**src/rtl/seedrec_pkg.sv**
```systemverilog
package seedrec_pkg;
  typedef enum logic [3:0] {
    ST_IDLE,
    ST_RD_SR,
    ST_RD_CR_A,
    ST_WR_CR_SET,
    ST_RD_CR_B,
    ST_WR_CR_CLR,
    ST_POLL_CR,
    ST_CHK_STICKY,
    ST_POLL_CUR,
    ST_CLR_STICKY,
    ST_FL_DRAIN,
    ST_FL_CHK,
    ST_FATAL
  } seq_state_e;

  localparam int BIT_CUR    = 2;
  localparam int BIT_STICKY = 6;
  localparam int BIT_CRST   = 30;
endpackage

```
**src/rtl/seedrec_bus_port.sv**
```systemverilog
module seedrec_bus_port #(
  parameter int ADDR_W = 8
) (
  input  logic              clk,
  input  logic              rst,
  input  logic              req_i,
  input  logic              we_i,
  input  logic [ADDR_W-1:0] addr_i,
  input  logic [31:0]       wdata_i,
  input  logic              bus_ready_i,
  input  logic [31:0]       bus_rdata_i,
  output logic              bus_valid_o,
  output logic              bus_write_o,
  output logic [ADDR_W-1:0] bus_addr_o,
  output logic [31:0]       bus_wdata_o,
  output logic              rsp_o,
  output logic [31:0]       rdata_o
);
  always_ff @(posedge clk) begin
    if (rst) begin
      bus_valid_o <= 1'b0;
      bus_write_o <= 1'b0;
      bus_addr_o  <= '0;
      bus_wdata_o <= '0;
      rsp_o       <= 1'b0;
      rdata_o     <= '0;
    end else begin
      rsp_o <= 1'b0;
      if (bus_valid_o && bus_ready_i) begin
        bus_valid_o <= 1'b0;
        rsp_o       <= 1'b1;
        rdata_o     <= bus_rdata_i;
      end else if (!bus_valid_o && req_i) begin
        bus_valid_o <= 1'b1;
        bus_write_o <= we_i;
        bus_addr_o  <= addr_i;
        bus_wdata_o <= wdata_i;
      end
    end
  end
endmodule

```
**src/rtl/seedrec_timer.sv**
```systemverilog
module seedrec_timer #(
  parameter int LIMIT = 1000
) (
  input  logic clk,
  input  logic rst,
  input  logic arm_i,
  input  logic run_i,
  output logic expired_o
);
  localparam int CW = $clog2(LIMIT + 1);
  localparam logic [CW-1:0] LIM = CW'(LIMIT);

  logic [CW-1:0] cnt;

  always_ff @(posedge clk) begin
    if (rst || arm_i) cnt <= '0;
    else if (run_i && cnt != LIM) cnt <= cnt + 1'b1;
  end

  assign expired_o = (cnt == LIM);
endmodule

```
**src/rtl/seedrec_fsm.sv**
```systemverilog
module seedrec_fsm
  import seedrec_pkg::*;
#(
  parameter int MODE        = 0,
  parameter int ADDR_W      = 8,
  parameter int FLUSH_WORDS = 12,
  parameter logic [ADDR_W-1:0] CR_OFF = 'h00,
  parameter logic [ADDR_W-1:0] SR_OFF = 'h04,
  parameter logic [ADDR_W-1:0] DR_OFF = 'h08
) (
  input  logic              clk,
  input  logic              rst,
  input  logic              kick_i,
  input  logic              zero_i,
  input  logic              rsp_i,
  input  logic [31:0]       rdata_i,
  input  logic              expired_i,
  output logic              req_o,
  output logic              we_o,
  output logic [ADDR_W-1:0] addr_o,
  output logic [31:0]       wdata_o,
  output logic              arm_o,
  output logic              run_o,
  output logic              busy_o,
  output logic              done_o,
  output logic              fatal_o
);
  localparam bit FLUSH = (MODE != 0);
  localparam int DCW   = $clog2(FLUSH_WORDS + 1);
  localparam logic [DCW-1:0] DRAIN_LAST = DCW'(FLUSH_WORDS - 1);
  localparam logic [31:0] CRST_M   = 32'h1 << BIT_CRST;
  localparam logic [31:0] STICKY_M = 32'h1 << BIT_STICKY;

  seq_state_e        state;
  logic              pend;
  logic [31:0]       snap;
  logic [DCW-1:0]    drain;
  logic              iss_we;
  logic [ADDR_W-1:0] iss_addr;
  logic [31:0]       iss_wdata;

  // Transaction selected by the current step
  always_comb begin
    iss_we    = 1'b0;
    iss_addr  = SR_OFF;
    iss_wdata = '0;
    case (state)
      ST_RD_CR_A, ST_RD_CR_B, ST_POLL_CR: iss_addr = CR_OFF;
      ST_WR_CR_SET: begin iss_we = 1'b1; iss_addr = CR_OFF; iss_wdata = snap | CRST_M;  end
      ST_WR_CR_CLR: begin iss_we = 1'b1; iss_addr = CR_OFF; iss_wdata = snap & ~CRST_M; end
      ST_CLR_STICKY: begin iss_we = 1'b1; iss_wdata = snap & ~STICKY_M; end
      ST_FL_DRAIN: iss_addr = DR_OFF;
      default: ;
    endcase
  end

  assign run_o = (state == ST_POLL_CR) || (state == ST_CHK_STICKY) || (state == ST_POLL_CUR);

  always_ff @(posedge clk) begin
    if (rst) begin
      state   <= ST_IDLE;
      pend    <= 1'b0;
      snap    <= '0;
      drain   <= '0;
      req_o   <= 1'b0;
      we_o    <= 1'b0;
      addr_o  <= '0;
      wdata_o <= '0;
      arm_o   <= 1'b0;
      busy_o  <= 1'b0;
      done_o  <= 1'b0;
      fatal_o <= 1'b0;
    end else begin
      req_o  <= 1'b0;
      done_o <= 1'b0;
      arm_o  <= 1'b0;
      if (state == ST_IDLE) begin
        if (kick_i || zero_i) begin
          state  <= ST_RD_SR;
          busy_o <= 1'b1;
        end
      end else if (state == ST_FATAL) begin
        busy_o <= 1'b0;
      end else if (!pend) begin
        req_o   <= 1'b1;
        pend    <= 1'b1;
        we_o    <= iss_we;
        addr_o  <= iss_addr;
        wdata_o <= iss_wdata;
      end else if (rsp_i) begin
        pend <= 1'b0;
        case (state)
          ST_RD_SR: begin
            snap <= rdata_i;
            if (!FLUSH && rdata_i[BIT_CUR]) state <= ST_RD_CR_A;
            else                             state <= ST_CLR_STICKY;
          end
          ST_CLR_STICKY: begin
            if (FLUSH) begin
              drain <= '0;
              state <= ST_FL_DRAIN;
            end else begin
              state <= ST_IDLE; busy_o <= 1'b0; done_o <= 1'b1;
            end
          end
          ST_FL_DRAIN: begin
            drain <= drain + 1'b1;
            if (drain == DRAIN_LAST) state <= ST_FL_CHK;
          end
          ST_FL_CHK: begin
            if (rdata_i[BIT_STICKY]) begin
              state <= ST_FATAL; busy_o <= 1'b0; fatal_o <= 1'b1;
            end else begin
              state <= ST_IDLE; busy_o <= 1'b0; done_o <= 1'b1;
            end
          end
          ST_RD_CR_A: begin snap <= rdata_i; state <= ST_WR_CR_SET; end
          ST_WR_CR_SET: state <= ST_RD_CR_B;
          ST_RD_CR_B: begin snap <= rdata_i; state <= ST_WR_CR_CLR; end
          ST_WR_CR_CLR: begin arm_o <= 1'b1; state <= ST_POLL_CR; end
          ST_POLL_CR: begin
            if (!rdata_i[BIT_CRST]) state <= ST_CHK_STICKY;
            else if (expired_i) begin
              state <= ST_FATAL; busy_o <= 1'b0; fatal_o <= 1'b1;
            end
          end
          ST_CHK_STICKY, ST_POLL_CUR: begin
            if (state == ST_CHK_STICKY && rdata_i[BIT_STICKY]) begin
              state <= ST_FATAL; busy_o <= 1'b0; fatal_o <= 1'b1;
            end else if (!rdata_i[BIT_CUR]) begin
              state <= ST_IDLE; busy_o <= 1'b0; done_o <= 1'b1;
            end else if (expired_i) begin
              state <= ST_FATAL; busy_o <= 1'b0; fatal_o <= 1'b1;
            end else begin
              state <= ST_POLL_CUR;
            end
          end
          default: state <= ST_IDLE;
        endcase
      end
    end
  end
endmodule

```
**src/rtl/seed_recovery_seq.sv**
```systemverilog
module seed_recovery_seq #(
  parameter int MODE           = 0,
  parameter int ADDR_W         = 8,
  parameter int TIMEOUT_CYCLES = 1000000,
  parameter int FLUSH_WORDS    = 12,
  parameter logic [ADDR_W-1:0] CR_OFF = 'h00,
  parameter logic [ADDR_W-1:0] SR_OFF = 'h04,
  parameter logic [ADDR_W-1:0] DR_OFF = 'h08
) (
  input  logic              clk,
  input  logic              rst,
  input  logic              kick_i,
  input  logic              zero_word_i,
  output logic              bus_valid_o,
  output logic              bus_write_o,
  output logic [ADDR_W-1:0] bus_addr_o,
  output logic [31:0]       bus_wdata_o,
  input  logic              bus_ready_i,
  input  logic [31:0]       bus_rdata_i,
  output logic              busy_o,
  output logic              done_o,
  output logic              fatal_o
);
  logic              req, we, rsp, arm, run, expired;
  logic [ADDR_W-1:0] addr;
  logic [31:0]       wdata, rdata;

  seedrec_fsm #(
    .MODE(MODE), .ADDR_W(ADDR_W), .FLUSH_WORDS(FLUSH_WORDS),
    .CR_OFF(CR_OFF), .SR_OFF(SR_OFF), .DR_OFF(DR_OFF)
  ) u_fsm (
    .clk(clk), .rst(rst), .kick_i(kick_i), .zero_i(zero_word_i),
    .rsp_i(rsp), .rdata_i(rdata), .expired_i(expired),
    .req_o(req), .we_o(we), .addr_o(addr), .wdata_o(wdata),
    .arm_o(arm), .run_o(run),
    .busy_o(busy_o), .done_o(done_o), .fatal_o(fatal_o)
  );

  seedrec_bus_port #(.ADDR_W(ADDR_W)) u_bus (
    .clk(clk), .rst(rst), .req_i(req), .we_i(we), .addr_i(addr), .wdata_i(wdata),
    .bus_ready_i(bus_ready_i), .bus_rdata_i(bus_rdata_i),
    .bus_valid_o(bus_valid_o), .bus_write_o(bus_write_o),
    .bus_addr_o(bus_addr_o), .bus_wdata_o(bus_wdata_o),
    .rsp_o(rsp), .rdata_o(rdata)
  );

  seedrec_timer #(.LIMIT(TIMEOUT_CYCLES)) u_timer (
    .clk(clk), .rst(rst), .arm_i(arm), .run_i(run), .expired_o(expired)
  );
endmodule

```
**config.mk**
```make
export PLATFORM = sky130hd
export DESIGN_NAME = seed_recovery_seq
export DESIGN_NICKNAME = d
export VERILOG_FILES = /design/src/rtl/seedrec_pkg.sv /design/src/rtl/seedrec_bus_port.sv /design/src/rtl/seedrec_timer.sv /design/src/rtl/seedrec_fsm.sv /design/src/rtl/seed_recovery_seq.sv
export SDC_FILE = /design/constraint.sdc
export NUM_CORES = 1
export LEC_CHECK = 0
export BUFFER_PORTS_ARGS = -buffer_cell sky130_fd_sc_hd__buf_2
export CORE_MARGIN = 10
export CORE_UTILIZATION = 52
export CTS_CLUSTER_SIZE = 14
export DETAILED_ROUTE_END_ITERATION = 8
export PLACE_DENSITY_LB_ADDON = 0.1
export SYNTH_ARGS = -nofsm -noshare
export SYNTH_HDL_FRONTEND = slang
export SYNTH_SLANG_ARGS = --single-unit
```
**constraint.sdc**
```tcl
create_clock -name clk -period 3.04 [get_ports clk]
set_input_delay 0.456 -clock clk [delete_from_list [all_inputs] [get_ports clk]]
set_output_delay 0.456 -clock clk [all_outputs]
set_load 0.02 [all_outputs]
```
==> out/metrics.cfg <==
[logic_synthesis]
syn_inst=733
synth-seq-cells=170
yosysTopAreaCellShare_pct=51.4
yosys_warnings=0
synth_flop_cell=dfxtp_1
synth-edff-count=0
synth_cell_types=61
ys_seq_area_share_pct=51.4
synthTopCellsByArea=dfxtp_1 (51%), mux2i_1 (6.0%), nand2_1 (5.4%)
avgSynthCellArea_um2=9.04
async_flop_share_pct=0
synth_area_um2=6630
yosys.area.top_type=dfxtp_1

[power]
power.leakage_uw=0.00287
power.density_nw_per_um2=672
total_power_uw=5140
ir_worst_vdd_mv=0.421

[grt]
antenna_found_initial=0
gr-total-overflow=0
grt_pass1_vias=5185
grt_max_degree=69
grt_pass1_wl_um=25600
grt_use_total_pct=17.2

[place]
port_buffers=75
place_inst=937
dp_worst_setup_slack_ps=682
gp_congestion=0.852
dp_hpwl_um=10000

[clock_network]
post_cts_buffers=0
cts_made_buffers=17
cts_hold_buf=0
clk_latency_ps=420
clock-sinks=170
root_buffer=clkbuf_16
cts-resized-gates=0
clk_pin_slew_ps=60
ctsHtreeMaxLevel=4
clk_path_buf_depth=2
cts_tree=yes

[floorplan]
io_pins=82
fp-row-count=41
initial_core_util_pct=52.7
core-area_um2=12600
die_x_um=133
die_area_um2=17700
die_y_um=133

[worst_setup_path]
crit_fanout=22
worstRegToRegCells=5
reg2reg_from=u_fsm.state[0]
critPathKind=register to register
end_kind=register
start_kind=register
cp.required_ps=3380
setup.worst_path.start=u_fsm.state[0]
r2r_setup_slack_ps=630
r2r_end=u_timer.cnt[17]
arrival_ps=2750

[timing]
slew_viol_final=0
relSlewSlack_pct=52.4
tns_ps=0
tightest_slew_ps=711
period_share_pct=79.3
min_period_ps=2410
skew_ps=7.34
fmaxAchievable_mhz=415
setup_viol=0
hold_violations=0
worst_slack_ps=628
rsz0062_at_grt=no

[final_layout]
final_nets=824
antennaDiodeCount=0
stdcell_count=966
syn_to_final_growth_pct=15.5
drive_gt1_share_pct=16.8

[worst_hold_path]
hold_depth=2
min_to=u_bus.rdata_o[10]
min_from=bus_rdata_i[10]
hp-class=input port to register

[detailed_routing]
wl_um=15300
drc=0
vias_per_cell=5.47
wl_per_cell_um=15.8
vias=5287
drt_pass1_iterations=5
ant_nets=0
drt_first_iter_violations=392

[job]
drv_cap=0

[run_status]
outcome=complete, no violations

-- critical path, stage by stage, from the launching register on --
cell and delay, ps:
dfxtp_1 530, or4b_1 650, o21ai_2 120, o211ai_2 300, or4_1 560, a21oi_1 170
-- where the power goes --
group          internal, µW  leakage [µW]  switching [µW]
logic                   240       0.00123             482
registers              2300       0.00137             101
clock network          1200      0.000270             821
total                  3740       0.00287            1400
-- cell families after synthesis --
family                   count (synthesis)  synth area share, %
AO/OA/AOI/OAI                          177                 17.7
XOR/XNOR                                 8                 1.06
flip-flops                             170                 51.4
buffers and inverters                   71                 4.57
other                                    1               0.0566
AND/OR/NAND/NOR                        261                 18.3
multiplexers                            42                 6.44
adder cells (fa/ha/maj)                  3                0.567
-- placed cells by master, fill, tap and decap left out, types with 3 or more instances in the layout --
master and n:
ha_1 3, a21oi_1 62, xnor2_1 3, nand3_1 4, o21ai_0 25, a22o_1 32
buf_4 13, nor2b_1 3, nand4_1 6, nor3_1 9, or3_1 12, clkbuf_16 17
buf_2 74, clkinv_2 3, nor2_1 94, nand2_1 95, clkbuf_8 4, or2_2 3
conb_1 6, xor2_1 5, inv_1 10, mux2i_1 40, or4_1 4, dfxtp_1 170
nand2b_1 5, nor4_1 5, o31ai_1 3, a22oi_1 31
-- worst max-delay path by stage --
stage	to	slack, ps	depth (start not counted)
final	u_timer.cnt[17]	630	5
after detailed placement	u_timer.cnt[17]	680	5
after global routing	u_timer.cnt[17]	470	5
after floorplan	u_timer.cnt[15]	1120	7
after global placement	u_timer.cnt[19]	780	5
after CTS	u_timer.cnt[17]	660	5
-- per-layer routing --
metal | up-vias | GRT usage [%] | wire length (µm)
met5 | - | 0 | 0
met4 | 0 | 5.75 | 237
met3 | 17 | 4.58 | 668
met2 | 104 | 28.1 | 7300
met1 | 2506 | 21.5 | 7100
li1 | 2660 | - | -
-- per-stage QoR --
stage               area [µm²]  utilization, %  hold slack, ps
floorplan                 6640               -             432
global placement          7100            56.5             440
detailed placement        7100            56.5             444
CTS                       7650            60.9             234
global route              7650            60.9             238
finish                    7650            60.9             247
-- sequential cells by signal, summed over array words and instances (netlist names), 2 cells and up --
name               flops
u_bus.bus_wdata_o     32
u_bus.rdata_o         32
u_fsm.snap            32
u_fsm.wdata_o         32
u_timer.cnt           20
u_fsm.drain            4
u_fsm.state            4
u_bus.bus_addr_o       2
u_fsm.addr_o           2
-- area by class of cell --
| class | count | area [µm²] |
|---|---|---|
| fillers | 1106 | 4920 |
| flip-flops and latches | 170 | 3400 |
| multi-input cells | 497 | 2960 |
| repair buffers | 88 | 488 |
| clock buffers | 22 | 484 |
| well taps | 172 | 215 |
| clock inverters | 7 | 68.8 |
| inverters | 10 | 37.5 |
-- Yosys cell counts, types with 2 or more instances --
| cell | n |
|---|---|
| and3b_1 | 2 |
| nand2b_1 | 5 |
| or2_2 | 3 |
| xor2_1 | 5 |
| or4b_1 | 2 |
| ha_1 | 3 |
| o21ai_0 | 25 |
| mux2i_1 | 40 |
| and2_1 | 2 |
| dfxtp_1 | 170 |
| nand3_1 | 4 |
| nor4b_1 | 2 |
| a21oi_1 | 63 |
| a22o_1 | 32 |
| buf_2 | 11 |
| or3_1 | 12 |
| o31ai_1 | 3 |
| a22oi_1 | 31 |
| buf_1 | 5 |
| clkbuf_1 | 39 |
| a31oi_1 | 2 |
| o211ai_2 | 2 |
| or4_1 | 4 |
| o41ai_1 | 2 |
| buf_4 | 6 |
| nor2b_1 | 4 |
| nor4_1 | 5 |
| and3_1 | 2 |
| inv_1 | 10 |
| nor3_1 | 10 |
| nand2_1 | 95 |
| nand4_1 | 6 |
| o211ai_1 | 2 |
| a211o_1 | 2 |
| xnor2_1 | 3 |
| nor2_1 | 94 |
(Power assumes the default switching activity.)
